### src/rtl/crtc_pkg.sv
`timescale 1ns/1ps
package crtc_pkg;

    localparam int HREG_W  = 9;
    localparam int VREG_W  = 11;
    localparam int HSE_W   = 5;
    localparam int VSE_W   = 4;
    localparam int HBE_W   = 7;
    localparam int VBE_W   = 8;
    localparam int ADDR_W  = 4;
    localparam int DATA_W  = VREG_W;
    localparam int LINE_W  = 11;
    localparam int HCNT_W  = HREG_W + 1;
    localparam int VCNT_W  = VREG_W + 1;
    localparam int H_OFS   = 5;
    localparam int V_OFS   = 2;

    typedef enum logic [ADDR_W-1:0] {
        ADDR_HTOT  = 4'd0,
        ADDR_HDEND = 4'd1,
        ADDR_HSBEG = 4'd2,
        ADDR_HSEND = 4'd3,
        ADDR_HBEND = 4'd4,
        ADDR_VTOT  = 4'd5,
        ADDR_VDEND = 4'd6,
        ADDR_VSBEG = 4'd7,
        ADDR_VSEND = 4'd8,
        ADDR_VBEND = 4'd9,
        ADDR_MODE  = 4'd10
    } crtc_addr_e;

    typedef struct packed {
        logic blank_all;
        logic vs_off;
        logic hs_off;
        logic vs_inv;
        logic hs_inv;
    } crtc_mode_t;

    localparam int MODE_W = $bits(crtc_mode_t);

    typedef struct packed {
        logic [HREG_W-1:0] h_total;
        logic [HREG_W-1:0] h_disp_end;
        logic [HREG_W-1:0] h_sync_beg;
        logic [HSE_W-1:0]  h_sync_end;
        logic [HBE_W-1:0]  h_blank_end;
        logic [VREG_W-1:0] v_total;
        logic [VREG_W-1:0] v_disp_end;
        logic [VREG_W-1:0] v_sync_beg;
        logic [VSE_W-1:0]  v_sync_end;
        logic [VBE_W-1:0]  v_blank_end;
        crtc_mode_t        mode;
    } crtc_cfg_t;

    function automatic crtc_cfg_t cfg_default();
        crtc_cfg_t c;
        c.h_total     = HREG_W'(15);
        c.h_disp_end  = HREG_W'(9);
        c.h_sync_beg  = HREG_W'(12);
        c.h_sync_end  = HSE_W'(16);
        c.h_blank_end = HBE_W'(19);
        c.v_total     = VREG_W'(8);
        c.v_disp_end  = VREG_W'(5);
        c.v_sync_beg  = VREG_W'(7);
        c.v_sync_end  = VSE_W'(9);
        c.v_blank_end = VBE_W'(9);
        c.mode        = '0;
        return c;
    endfunction

    function automatic logic [HCNT_W-1:0] h_last(input logic [HREG_W-1:0] tot);
        return HCNT_W'(tot) + HCNT_W'(H_OFS - 1);
    endfunction

    function automatic logic [VCNT_W-1:0] v_last(input logic [VREG_W-1:0] tot);
        return VCNT_W'(tot) + VCNT_W'(V_OFS - 1);
    endfunction

endpackage

### src/rtl/crtc_span_flag.sv
`timescale 1ns/1ps
module crtc_span_flag (
    input  logic clk,
    input  logic rst,
    input  logic step,
    input  logic start_hit,
    input  logic stop_hit,
    output logic active
);
    // Start wins over stop; stop only clears a flag that is already set.
    always_ff @(posedge clk) begin
        if (rst) begin
            active <= 1'b0;
        end else if (step) begin
            if (start_hit)
                active <= 1'b1;
            else if (active && stop_hit)
                active <= 1'b0;
        end
    end
endmodule

### src/rtl/crtc_regfile.sv
`timescale 1ns/1ps
module crtc_regfile
    import crtc_pkg::*;
(
    input  logic              clk,
    input  logic              rst,
    input  logic              wr_en,
    input  logic [ADDR_W-1:0] wr_addr,
    input  logic [DATA_W-1:0] wr_data,
    input  logic              frame_end,
    output crtc_cfg_t         cfg
);
    crtc_cfg_t shadow;

    always_ff @(posedge clk) begin
        if (rst) begin
            shadow <= cfg_default();
        end else if (wr_en) begin
            case (wr_addr)
                ADDR_HTOT:  shadow.h_total     <= wr_data[HREG_W-1:0];
                ADDR_HDEND: shadow.h_disp_end  <= wr_data[HREG_W-1:0];
                ADDR_HSBEG: shadow.h_sync_beg  <= wr_data[HREG_W-1:0];
                ADDR_HSEND: shadow.h_sync_end  <= wr_data[HSE_W-1:0];
                ADDR_HBEND: shadow.h_blank_end <= wr_data[HBE_W-1:0];
                ADDR_VTOT:  shadow.v_total     <= wr_data[VREG_W-1:0];
                ADDR_VDEND: shadow.v_disp_end  <= wr_data[VREG_W-1:0];
                ADDR_VSBEG: shadow.v_sync_beg  <= wr_data[VREG_W-1:0];
                ADDR_VSEND: shadow.v_sync_end  <= wr_data[VSE_W-1:0];
                ADDR_VBEND: shadow.v_blank_end <= wr_data[VBE_W-1:0];
                ADDR_MODE:  shadow.mode        <= wr_data[MODE_W-1:0];
                default: ;
            endcase
        end
    end

    always_ff @(posedge clk) begin
        if (rst)
            cfg <= cfg_default();
        else if (frame_end)
            cfg <= shadow;
    end

    // working timing only moves on the frame boundary
    assert_load_at_frame_R10: assert property (@(posedge clk) disable iff (rst)
        !$past(frame_end) |-> $stable(cfg))
        else $error("working timing changed inside a frame");

endmodule

### src/rtl/crtc_hcount.sv
`timescale 1ns/1ps
module crtc_hcount
    import crtc_pkg::*;
(
    input  logic              clk,
    input  logic              rst,
    input  logic [HREG_W-1:0] h_total,
    input  logic [HREG_W-1:0] h_disp_end,
    input  logic [HREG_W-1:0] h_sync_beg,
    input  logic [HSE_W-1:0]  h_sync_end,
    input  logic [HBE_W-1:0]  h_blank_end,
    output logic [HCNT_W-1:0] hcnt,
    output logic              line_end,
    output logic              hs_act,
    output logic              hb_act,
    output logic              h_vis
);
    logic [HCNT_W-1:0] hnext;
    logic [HCNT_W-1:0] hde_ext;
    logic [HCNT_W-1:0] hsb_ext;

    assign hde_ext  = HCNT_W'(h_disp_end);
    assign hsb_ext  = HCNT_W'(h_sync_beg);
    assign line_end = (hcnt == h_last(h_total));
    assign hnext    = line_end ? '0 : hcnt + HCNT_W'(1);
    assign h_vis    = (hcnt <= hde_ext);

    always_ff @(posedge clk) begin
        if (rst) hcnt <= '0;
        else     hcnt <= hnext;
    end

    // Sync: starts on the start count, ends on a low-bit match of the next count
    crtc_span_flag u_hsync (
        .clk       (clk),
        .rst       (rst),
        .step      (1'b1),
        .start_hit (hnext == hsb_ext),
        .stop_hit  (hnext[HSE_W-1:0] == h_sync_end),
        .active    (hs_act)
    );

    // Blank: starts after display end, last blank count matches the low bits
    crtc_span_flag u_hblank (
        .clk       (clk),
        .rst       (rst),
        .step      (1'b1),
        .start_hit (hnext == hde_ext + HCNT_W'(1)),
        .stop_hit  (hcnt[HBE_W-1:0] == h_blank_end),
        .active    (hb_act)
    );

    assert_line_len_R1: assert property (@(posedge clk) disable iff (rst)
        (hcnt == '0 && $past(hcnt) != '0) |-> $past(hcnt) == $past(HCNT_W'(h_total)) + HCNT_W'(4))
        else $error("line wrapped at the wrong count");

    assert_hs_rise_R3: assert property (@(posedge clk) disable iff (rst)
        $rose(hs_act) |-> hcnt == $past(hsb_ext))
        else $error("hsync began off its start count");

    assert_hs_fall_R3: assert property (@(posedge clk) disable iff (rst)
        $fell(hs_act) |-> hcnt[HSE_W-1:0] == $past(h_sync_end))
        else $error("hsync ended without an end-field match");

    assert_hb_fall_R5: assert property (@(posedge clk) disable iff (rst)
        $fell(hb_act) |-> $past(hcnt[HBE_W-1:0]) == $past(h_blank_end))
        else $error("hblank ended without an end-field match");

endmodule

### src/rtl/crtc_vcount.sv
`timescale 1ns/1ps
module crtc_vcount
    import crtc_pkg::*;
(
    input  logic              clk,
    input  logic              rst,
    input  logic              line_end,
    input  logic [VREG_W-1:0] v_total,
    input  logic [VREG_W-1:0] v_disp_end,
    input  logic [VREG_W-1:0] v_sync_beg,
    input  logic [VSE_W-1:0]  v_sync_end,
    input  logic [VBE_W-1:0]  v_blank_end,
    output logic [VCNT_W-1:0] vcnt,
    output logic              frame_end,
    output logic              vs_act,
    output logic              vb_act,
    output logic              v_vis
);
    logic              last_line;
    logic [VCNT_W-1:0] vnext;
    logic [VCNT_W-1:0] vde_ext;

    assign vde_ext   = VCNT_W'(v_disp_end);
    assign last_line = (vcnt == v_last(v_total));
    assign frame_end = line_end && last_line;
    assign vnext     = last_line ? '0 : vcnt + VCNT_W'(1);
    assign v_vis     = (vcnt <= vde_ext);

    always_ff @(posedge clk) begin
        if (rst)           vcnt <= '0;
        else if (line_end) vcnt <= vnext;
    end

    crtc_span_flag u_vsync (
        .clk       (clk),
        .rst       (rst),
        .step      (line_end),
        .start_hit (vnext == VCNT_W'(v_sync_beg)),
        .stop_hit  (vnext[VSE_W-1:0] == v_sync_end),
        .active    (vs_act)
    );

    crtc_span_flag u_vblank (
        .clk       (clk),
        .rst       (rst),
        .step      (line_end),
        .start_hit (vnext == vde_ext + VCNT_W'(1)),
        .stop_hit  (vcnt[VBE_W-1:0] == v_blank_end),
        .active    (vb_act)
    );

    assert_line_step_R1: assert property (@(posedge clk) disable iff (rst)
        !$past(line_end) |-> $stable(vcnt))
        else $error("line number moved inside a line");

    assert_vs_fall_R4: assert property (@(posedge clk) disable iff (rst)
        $fell(vs_act) |-> vcnt[VSE_W-1:0] == $past(v_sync_end))
        else $error("vsync ended without an end-field match");

    assert_vb_fall_R6: assert property (@(posedge clk) disable iff (rst)
        $fell(vb_act) |-> $past(vcnt[VBE_W-1:0]) == $past(v_blank_end))
        else $error("vblank ended without an end-field match");

endmodule

### src/rtl/crtc_raster_gen.sv
`timescale 1ns/1ps
module crtc_raster_gen
    import crtc_pkg::*;
(
    input  logic              clk,
    input  logic              rst,
    input  logic              wr_en,
    input  logic [ADDR_W-1:0] wr_addr,
    input  logic [DATA_W-1:0] wr_data,
    output logic              hsync,
    output logic              vsync,
    output logic              hblank,
    output logic              vblank,
    output logic              display_en,
    output logic [LINE_W-1:0] scanline
);
    crtc_cfg_t         cfg;
    logic [HCNT_W-1:0] hcnt;
    logic [VCNT_W-1:0] vcnt;
    logic              line_end, frame_end;
    logic              hs_act, hb_act, h_vis;
    logic              vs_act, vb_act, v_vis;

    crtc_regfile u_regs (
        .clk       (clk),
        .rst       (rst),
        .wr_en     (wr_en),
        .wr_addr   (wr_addr),
        .wr_data   (wr_data),
        .frame_end (frame_end),
        .cfg       (cfg)
    );

    crtc_hcount u_h (
        .clk         (clk),
        .rst         (rst),
        .h_total     (cfg.h_total),
        .h_disp_end  (cfg.h_disp_end),
        .h_sync_beg  (cfg.h_sync_beg),
        .h_sync_end  (cfg.h_sync_end),
        .h_blank_end (cfg.h_blank_end),
        .hcnt        (hcnt),
        .line_end    (line_end),
        .hs_act      (hs_act),
        .hb_act      (hb_act),
        .h_vis       (h_vis)
    );

    crtc_vcount u_v (
        .clk         (clk),
        .rst         (rst),
        .line_end    (line_end),
        .v_total     (cfg.v_total),
        .v_disp_end  (cfg.v_disp_end),
        .v_sync_beg  (cfg.v_sync_beg),
        .v_sync_end  (cfg.v_sync_end),
        .v_blank_end (cfg.v_blank_end),
        .vcnt        (vcnt),
        .frame_end   (frame_end),
        .vs_act      (vs_act),
        .vb_act      (vb_act),
        .v_vis       (v_vis)
    );

    assign hsync      = (hs_act & ~cfg.mode.hs_off) ^ cfg.mode.hs_inv;
    assign vsync      = (vs_act & ~cfg.mode.vs_off) ^ cfg.mode.vs_inv;
    assign hblank     = hb_act | cfg.mode.blank_all;
    assign vblank     = vb_act | cfg.mode.blank_all;
    assign display_en = h_vis & v_vis & ~cfg.mode.blank_all;
    assign scanline   = vcnt[LINE_W-1:0];

    assert_hs_quiet_R8: assert property (@(posedge clk) disable iff (rst)
        cfg.mode.hs_off |-> hsync == cfg.mode.hs_inv)
        else $error("hsync moved while disabled");

    assert_vs_quiet_R8: assert property (@(posedge clk) disable iff (rst)
        cfg.mode.vs_off |-> vsync == cfg.mode.vs_inv)
        else $error("vsync moved while disabled");

    assert_screen_off_R9: assert property (@(posedge clk) disable iff (rst)
        cfg.mode.blank_all |-> (hblank && vblank && !display_en))
        else $error("screen-off did not blank");

    assert_wrap_zero_R1: assert property (@(posedge clk) disable iff (rst)
        $past(frame_end) |-> (hcnt == '0 && vcnt == '0))
        else $error("frame did not restart at the origin");

endmodule

### config.mk
export PLATFORM = sky130hd
export DESIGN_NAME = crtc_raster_gen
export DESIGN_NICKNAME = d
export VERILOG_FILES = /design/src/rtl/crtc_pkg.sv /design/src/rtl/crtc_span_flag.sv /design/src/rtl/crtc_regfile.sv /design/src/rtl/crtc_hcount.sv /design/src/rtl/crtc_vcount.sv /design/src/rtl/crtc_raster_gen.sv
export SDC_FILE = /design/constraint.sdc
export NUM_CORES = 1
export LEC_CHECK = 0
export BUFFER_PORTS_ARGS = -buffer_cell sky130_fd_sc_hd__buf_2
export CORE_ASPECT_RATIO = 1.75
export CORE_MARGIN = 3
export CORE_UTILIZATION = 62
export CTS_BUF_LIST = sky130_fd_sc_hd__clkbuf_4 sky130_fd_sc_hd__clkbuf_8 sky130_fd_sc_hd__clkbuf_16
export DETAILED_ROUTE_END_ITERATION = 12
export PLACE_DENSITY = 0.81
export SKIP_LAST_GASP = 1
export SLEW_MARGIN = 25
export SYNTH_ARGS = -nofsm -noshare
export SYNTH_HDL_FRONTEND = slang
export SYNTH_SLANG_ARGS = --single-unit
### constraint.sdc
create_clock -name clk -period 3.5 [get_ports clk]
set_clock_uncertainty 0.05 [all_clocks]
set_input_delay 0.175 -clock clk [delete_from_list [all_inputs] [get_ports clk]]
set_output_delay 0.175 -clock clk [all_outputs]
set_load 0.05 [all_outputs]
======== Word-level counts from Yosys, hierarchy flattened ========
Index checks and enable logic that the tools add are counted.
W data, S select, Z words.
cells by class
  $add $sub $neg .......................... 6
  $lt $le $gt $ge ......................... 2
  eq/ne operators ......................... 20
  muxes and demuxes ....................... 10
  bitwise gates (word level) .............. 11
  reduce and logical (&&, ||, !) cells .... 23
operators with widths
  kind                     number
  $reduce_and A2 Y1        13
  $add A11 B1 Y12 const B  2
  $eq A12 B12 Y1           2
  $eq A10 B10 Y1           2
  $eq A4 B3 Y1 const B     4
  $add A12 B1 Y12 const B  1
  $eq A12 B11 Y1           1
  $eq A4 B4 Y1 const B     3
  $le A12 B11 Y1           1
  $mux W12                 1
  $add A10 B1 Y10 const B  1
  $add A9 B1 Y10 const B   1
  $add A9 B3 Y10 const B   1
  $eq A10 B9 Y1            1
  $le A10 B9 Y1            1
  $mux W10                 1
  $eq A4 B2 Y1 const B     2
  $eq A8 B8 Y1             1
  $mux W1                  8
  $reduce_bool A2 Y1       4
  $eq A7 B7 Y1             1
  $eq A5 B5 Y1             1
  $logic_and A1 B1 Y1      5
  $and A1 B1 Y1            4
  6 further kinds          10
storage, ports and cells
  register bits after elaboration ......... 204
  output and inout port bits .............. 16
  word-level logic and storage cells ...... 108

======== Depth between registers and ports, before layout ========
  depth after elaboration ................. 7
  depth in mapped cells ................... 12
  mapped depth without buffers ............ 11

======== Cells and area by module ========
From an unflattened synthesis, not the netlist that was laid out.
second synthesis, totals
  cells, all modules ...................... 1164
  area total of the unflattened synthesis .. 10861.7 sq um
modules (own cells, without submodules)
  module           times used  cells each  area each (sq um)  seq. area each (sq um)
  crtc_regfile     1           613         6658.9             3563.4
  crtc_vcount      1           311         2293.4             240.2
  crtc_hcount      1           216         1659.1             200.2
  crtc_span_flag   4           4           42.5               20.0
  crtc_raster_gen  1           8           80.1               0.0

======== Worst setup path before layout ========
No wires, ideal clock.
  path kind ............................... register to output
  start point ............................. register, netlist name u_regs.cfg[72]
  end point ............................... output port display_en
  arrival time ............................ 2.846 ns
  data required time ...................... 3.275 ns
  setup slack ............................. 0.429 ns
  stages on the path, launching flop included .. 12
  path through ............................ dfxtp_1 > inv_1 > ha_1 > nor2b_1 > o21a_1 > o21a_1 > o21a_1 > o21a_1 > o21a_1 > o21ai_0 > a21oi_1 > nor3_1
on the way
  word-level cells in the longest chain between the ends .. 3
RTL lines
  what                         line                   text
  $le A10 B9 Y1                crtc_hcount.sv:26      assign h_vis = (hcnt <= hde_ext);
  $and A1 B1 Y1 (2 in series)  crtc_raster_gen.sv:69  assign display_en = h_vis & v_vis & ~cfg.mode.blank_all;
  end: declaration             crtc_raster_gen.sv:14  output logic display_en,
Every way passes these cells.

======== Worst setup path after layout ========
  start point ............................. register, netlist name u_regs.cfg[82]
  end point ............................... register, netlist name u_regs.cfg[36]
on the way
  word-level cells in the longest chain between the ends .. 3
RTL lines
  what                 line               text
  $add A9 B3 Y10       crtc_pkg.sv:73     return HCNT_W'(tot) + HCNT_W'(H_OFS - 1);
  $eq A10 B10 Y1       crtc_hcount.sv:24  assign line_end = (hcnt == h_last(h_total));
  $logic_and A1 B1 Y1  crtc_vcount.sv:25  assign frame_end = line_end && last_line;
Every way passes these cells.
A chain may end at the register's enable or synchronous reset.

==> run summary <==
Status = finished, final reports clean
Total CTS buffers = 19
GRT overflow = 0
Vias in the first global route = 8757
Critical path startpoint = u_regs.cfg[82]
Cell taking the most area after synthesis = dfxtp_1
Root buf cell = clkbuf_16
Initial Util = 63.9%
Max capacitance violation total = 0
Worst setup EP type = register
CP top delay family = simple AND/OR/NAND/NOR gates
Finish-stage setup viols = 0
Min-Delay Path Class = in -> reg
Final Power = 4.63 mW
Synth Area in Simple Gates = 24.1%
Worst-path maximum fanout = 90
Share of cells above drive strength 1 = 8.48%
TritonCTS clock tree = yes
Clock slew seen by the registers of the worst setup and hold paths = 0.07 ns
Synth Area per Inst = 8.10 sq um
Final hold vios = 0
EDFF count, synth = 0
Initial antenna violation count = 0
Global-route wire length before repair = 45400 um
VDD IR-drop max = 0.000474 V
Detail Placement HPWL = 20600 um
Fill cell count = 1316
Clock period minus worst slack = 3.28 ns
Post-synthesis mux area share = 7.93%
Pre-antenna DRT Iters = 8
Setup TNS = 0 ns
GP Congestion = 0.998
Worst-Margin Slew = 0.962 ns
Port bufs = 33
Synth Cell Area = 0.0102 sq mm
CP Class = reg -> reg
Starting DRT DRC Count = 564
Die width = 103 um
Max Slew Vio Count = 0
Buffers & Inverters on Critical Path = 2
Unrepaired setup endpoints after global routing = no
Die Span Y = 176 um
Final net count = 1307
Cell count along the critical path = 11
Top-count cell post-synth = nand2_1
Die footprint = 0.0182 sq mm
Max stage delay cell, worst path = dfxtp_1
Synthesis-to-layout area growth = 9.21%
Core Box Area = 0.0160 sq mm
Top cells by count, synth = 252 x nand2_1, 204 x dfxtp_1, 113 x nor2_1, 98 x a21oi_1, 80 x mux2i_1
Syn_nets = 1309
Slew HR = 35.9%
Leak Pwr = 4.23 nW
Mean routed wirelength per cell = 19.8 um
H-tree levels = 1
Largest family of logic cells by synthesized area = simple AND/OR/NAND/NOR gates
Critical path capture point = u_regs.cfg[36]
XOR/XNOR Fraction of Synth Area = 7.87%
Post-Syn Instances = 1265
Sequential fraction of the synthesis area = 39.9%
Area contributors post-synth = dfxtp_1 40%, nand2_1 9.2%, mux2i_1 7.8%, xnor2_1 5.5%, a21oi_1 4.8%
Routed WL = 28900 um
R2R depth = 11
Gr usage total = 32.1%
DR vias = 9008
Slowest stage delay, CP = 0.45 ns
Synthesized flop and latch total = 204
Pwr dens = 414 mW/mm^2
Nature of the critical path startpoint = register
Required time worst endpoint = 3.86 ns
CP cell instances = ha_1 > xnor2_1 > nand4_1 > or2_2 > a2111oi_1 > buf_4 > nand2_1 > nor2b_4 > buf_16 > nand2_1 > a21oi_1
Antenna Cells = 0
Clock latency on the worst-skew pair = 0.49 ns
YS warnings = 0
Fin crit share = 93.8%
ANT nets after route = 0
Clock Path Buffers = 3
FF-to-FF Start = u_regs.cfg[82]
DRC Markers = 0
Area share of the largest cell type after synthesis = 39.9%
Capture point of the worst reg-to-reg path = u_regs.cfg[36]
R2R Setup Slk = 0.22 ns
Critical Path AT = 3.65 ns
Fmax = 305 MHz
Asr flop ratio synth = 0%
Site row count = 61
Dominant synthesized flop cell = dfxtp_1
Adder-cell share of the synthesized area = 3.18%
Largest net degree at the start of global routing = 96
Most used cell, CP = nand2_1
Vias per Instance = 6.16
I/O pin total = 34
Compound-Gate Fraction of Synth Area = 11.9%
Num Clock Sinks = 204
Distinct cells, synth = 61
-- per-stage QoR --
stage	setup WS (ns)	hold slack [ns]	util (%)	cell area [sq um]	cells
2_1_floorplan	0.429	0.261	-	10200	1265
4_1_cts	0.196	0.00366	69.7	11200	1463
6_report	0.217	0.00789	69.8	11200	1463
3_5_place_dp	0.237	0.395	65.5	10500	1426
5_1_grt	0.0200	0.0318	69.8	11200	1463
3_3_place_gp	0.212	0.386	65.5	10500	1426
-- kinds of logic after synthesis --
| family | count (synthesis) |
|---|---|
| mux | 81 |
| xor+xnor | 92 |
| simple gates | 540 |
| buf+inv | 124 |
| fa+ha+maj | 26 |
| compound gates | 198 |
| flops | 204 |
-- how the worst min path moves through the flow --
stage | start | end | slack (ns) | cells after the start
6_report | wr_data[6] | u_regs.shadow[86] | 0.008 | 3
3_5_place_dp | u_regs.shadow[45] | u_regs.cfg[45] | 0.40 | 2
4_1_cts | wr_data[6] | u_regs.shadow[86] | 0.004 | 3
2_1_floorplan | wr_data[7] | u_regs.shadow[87] | 0.26 | 2
3_3_place_gp | u_regs.cfg[2] | u_regs.cfg[2] | 0.39 | 2
5_1_grt | wr_data[6] | u_regs.shadow[86] | 0.03 | 3
-- report_power, final --
group	internal, mW	total (mW)	switching (mW)
logic	0.0621	0.181	0.119
clock network	1.22	2.10	0.880
registers	2.34	2.35	0.0162
total	3.62	4.63	1.02
-- cell usage in the layout (no fill, tap or decap), drive strengths merged, types with 5 or more instances in the layout --
cell           n
buf           63
nor3b          5
nand2        252
a22oi          8
o32ai          9
nor2         113
o21ai         22
nor2b         10
nand4         17
nand2b        12
a31oi         11
dlygate4sd3    5
nand3b         6
o21a           6
mux2i         80
inv           34
xor2          28
dfxtp        204
nand3         55
ha            26
or2            5
o211ai         5
a211oi         5
nor3          15
and3          10
or3            6
nor4           7
nor4b         10
clkbuf        25
xnor2         64
a21oi         98
-- routing by layer --
layer | vias to the layer above | share of wire, % | track usage, %
met3 | 138 | 4.3 | 4.35
met2 | 314 | 52 | 55.9
met5 | - | 0 | 0
li1 | 4312 | - | -
met4 | 0 | 9.5 | 26.3
met1 | 4244 | 34 | 32.9
-- sequential cells by signal (all words and copies together), names as in the netlist --
register             cells
u_v.vcnt                12
u_regs.shadow           89
u_h.u_hsync.active       1
u_v.u_vblank.active      1
u_h.hcnt                10
u_h.u_hblank.active      1
u_v.u_vsync.active       1
u_regs.cfg              89
-- layout make-up --
type | count | area, sq um | share of cell area, %
clock buffers | 25 | 527 | 4.71
clock inverters | 7 | 97.6 | 0.872
inverters | 33 | 124 | 1.11
multi-input cells | 937 | 5640 | 50.4
flip-flops and latches | 204 | 4080 | 36.5
well taps | 189 | 236 | 2.11
repair buffers | 68 | 475 | 4.25
-- what timing repair did --
action | CTS | global route
buffers inserted | 0 | 0
setup endpoints to repair | 0 | 52
hold endpoints to repair | 9 | 0
resized for setup | 0 | 2
hold buffers | 5 | 0
-- worst register-to-register path: stages, from the launching register on --
cell and delay (ns):
dfxtp_1 0.45, ha_1 0.29, xnor2_1 0.16, nand4_1 0.11, or2_2 0.28, a2111oi_1 0.34
buf_4 0.24, nand2_1 0.29, nor2b_4 0.30, buf_16 0.36, nand2_1 0.20, a21oi_1 0.15
Power figures use the tool's default switching activity.
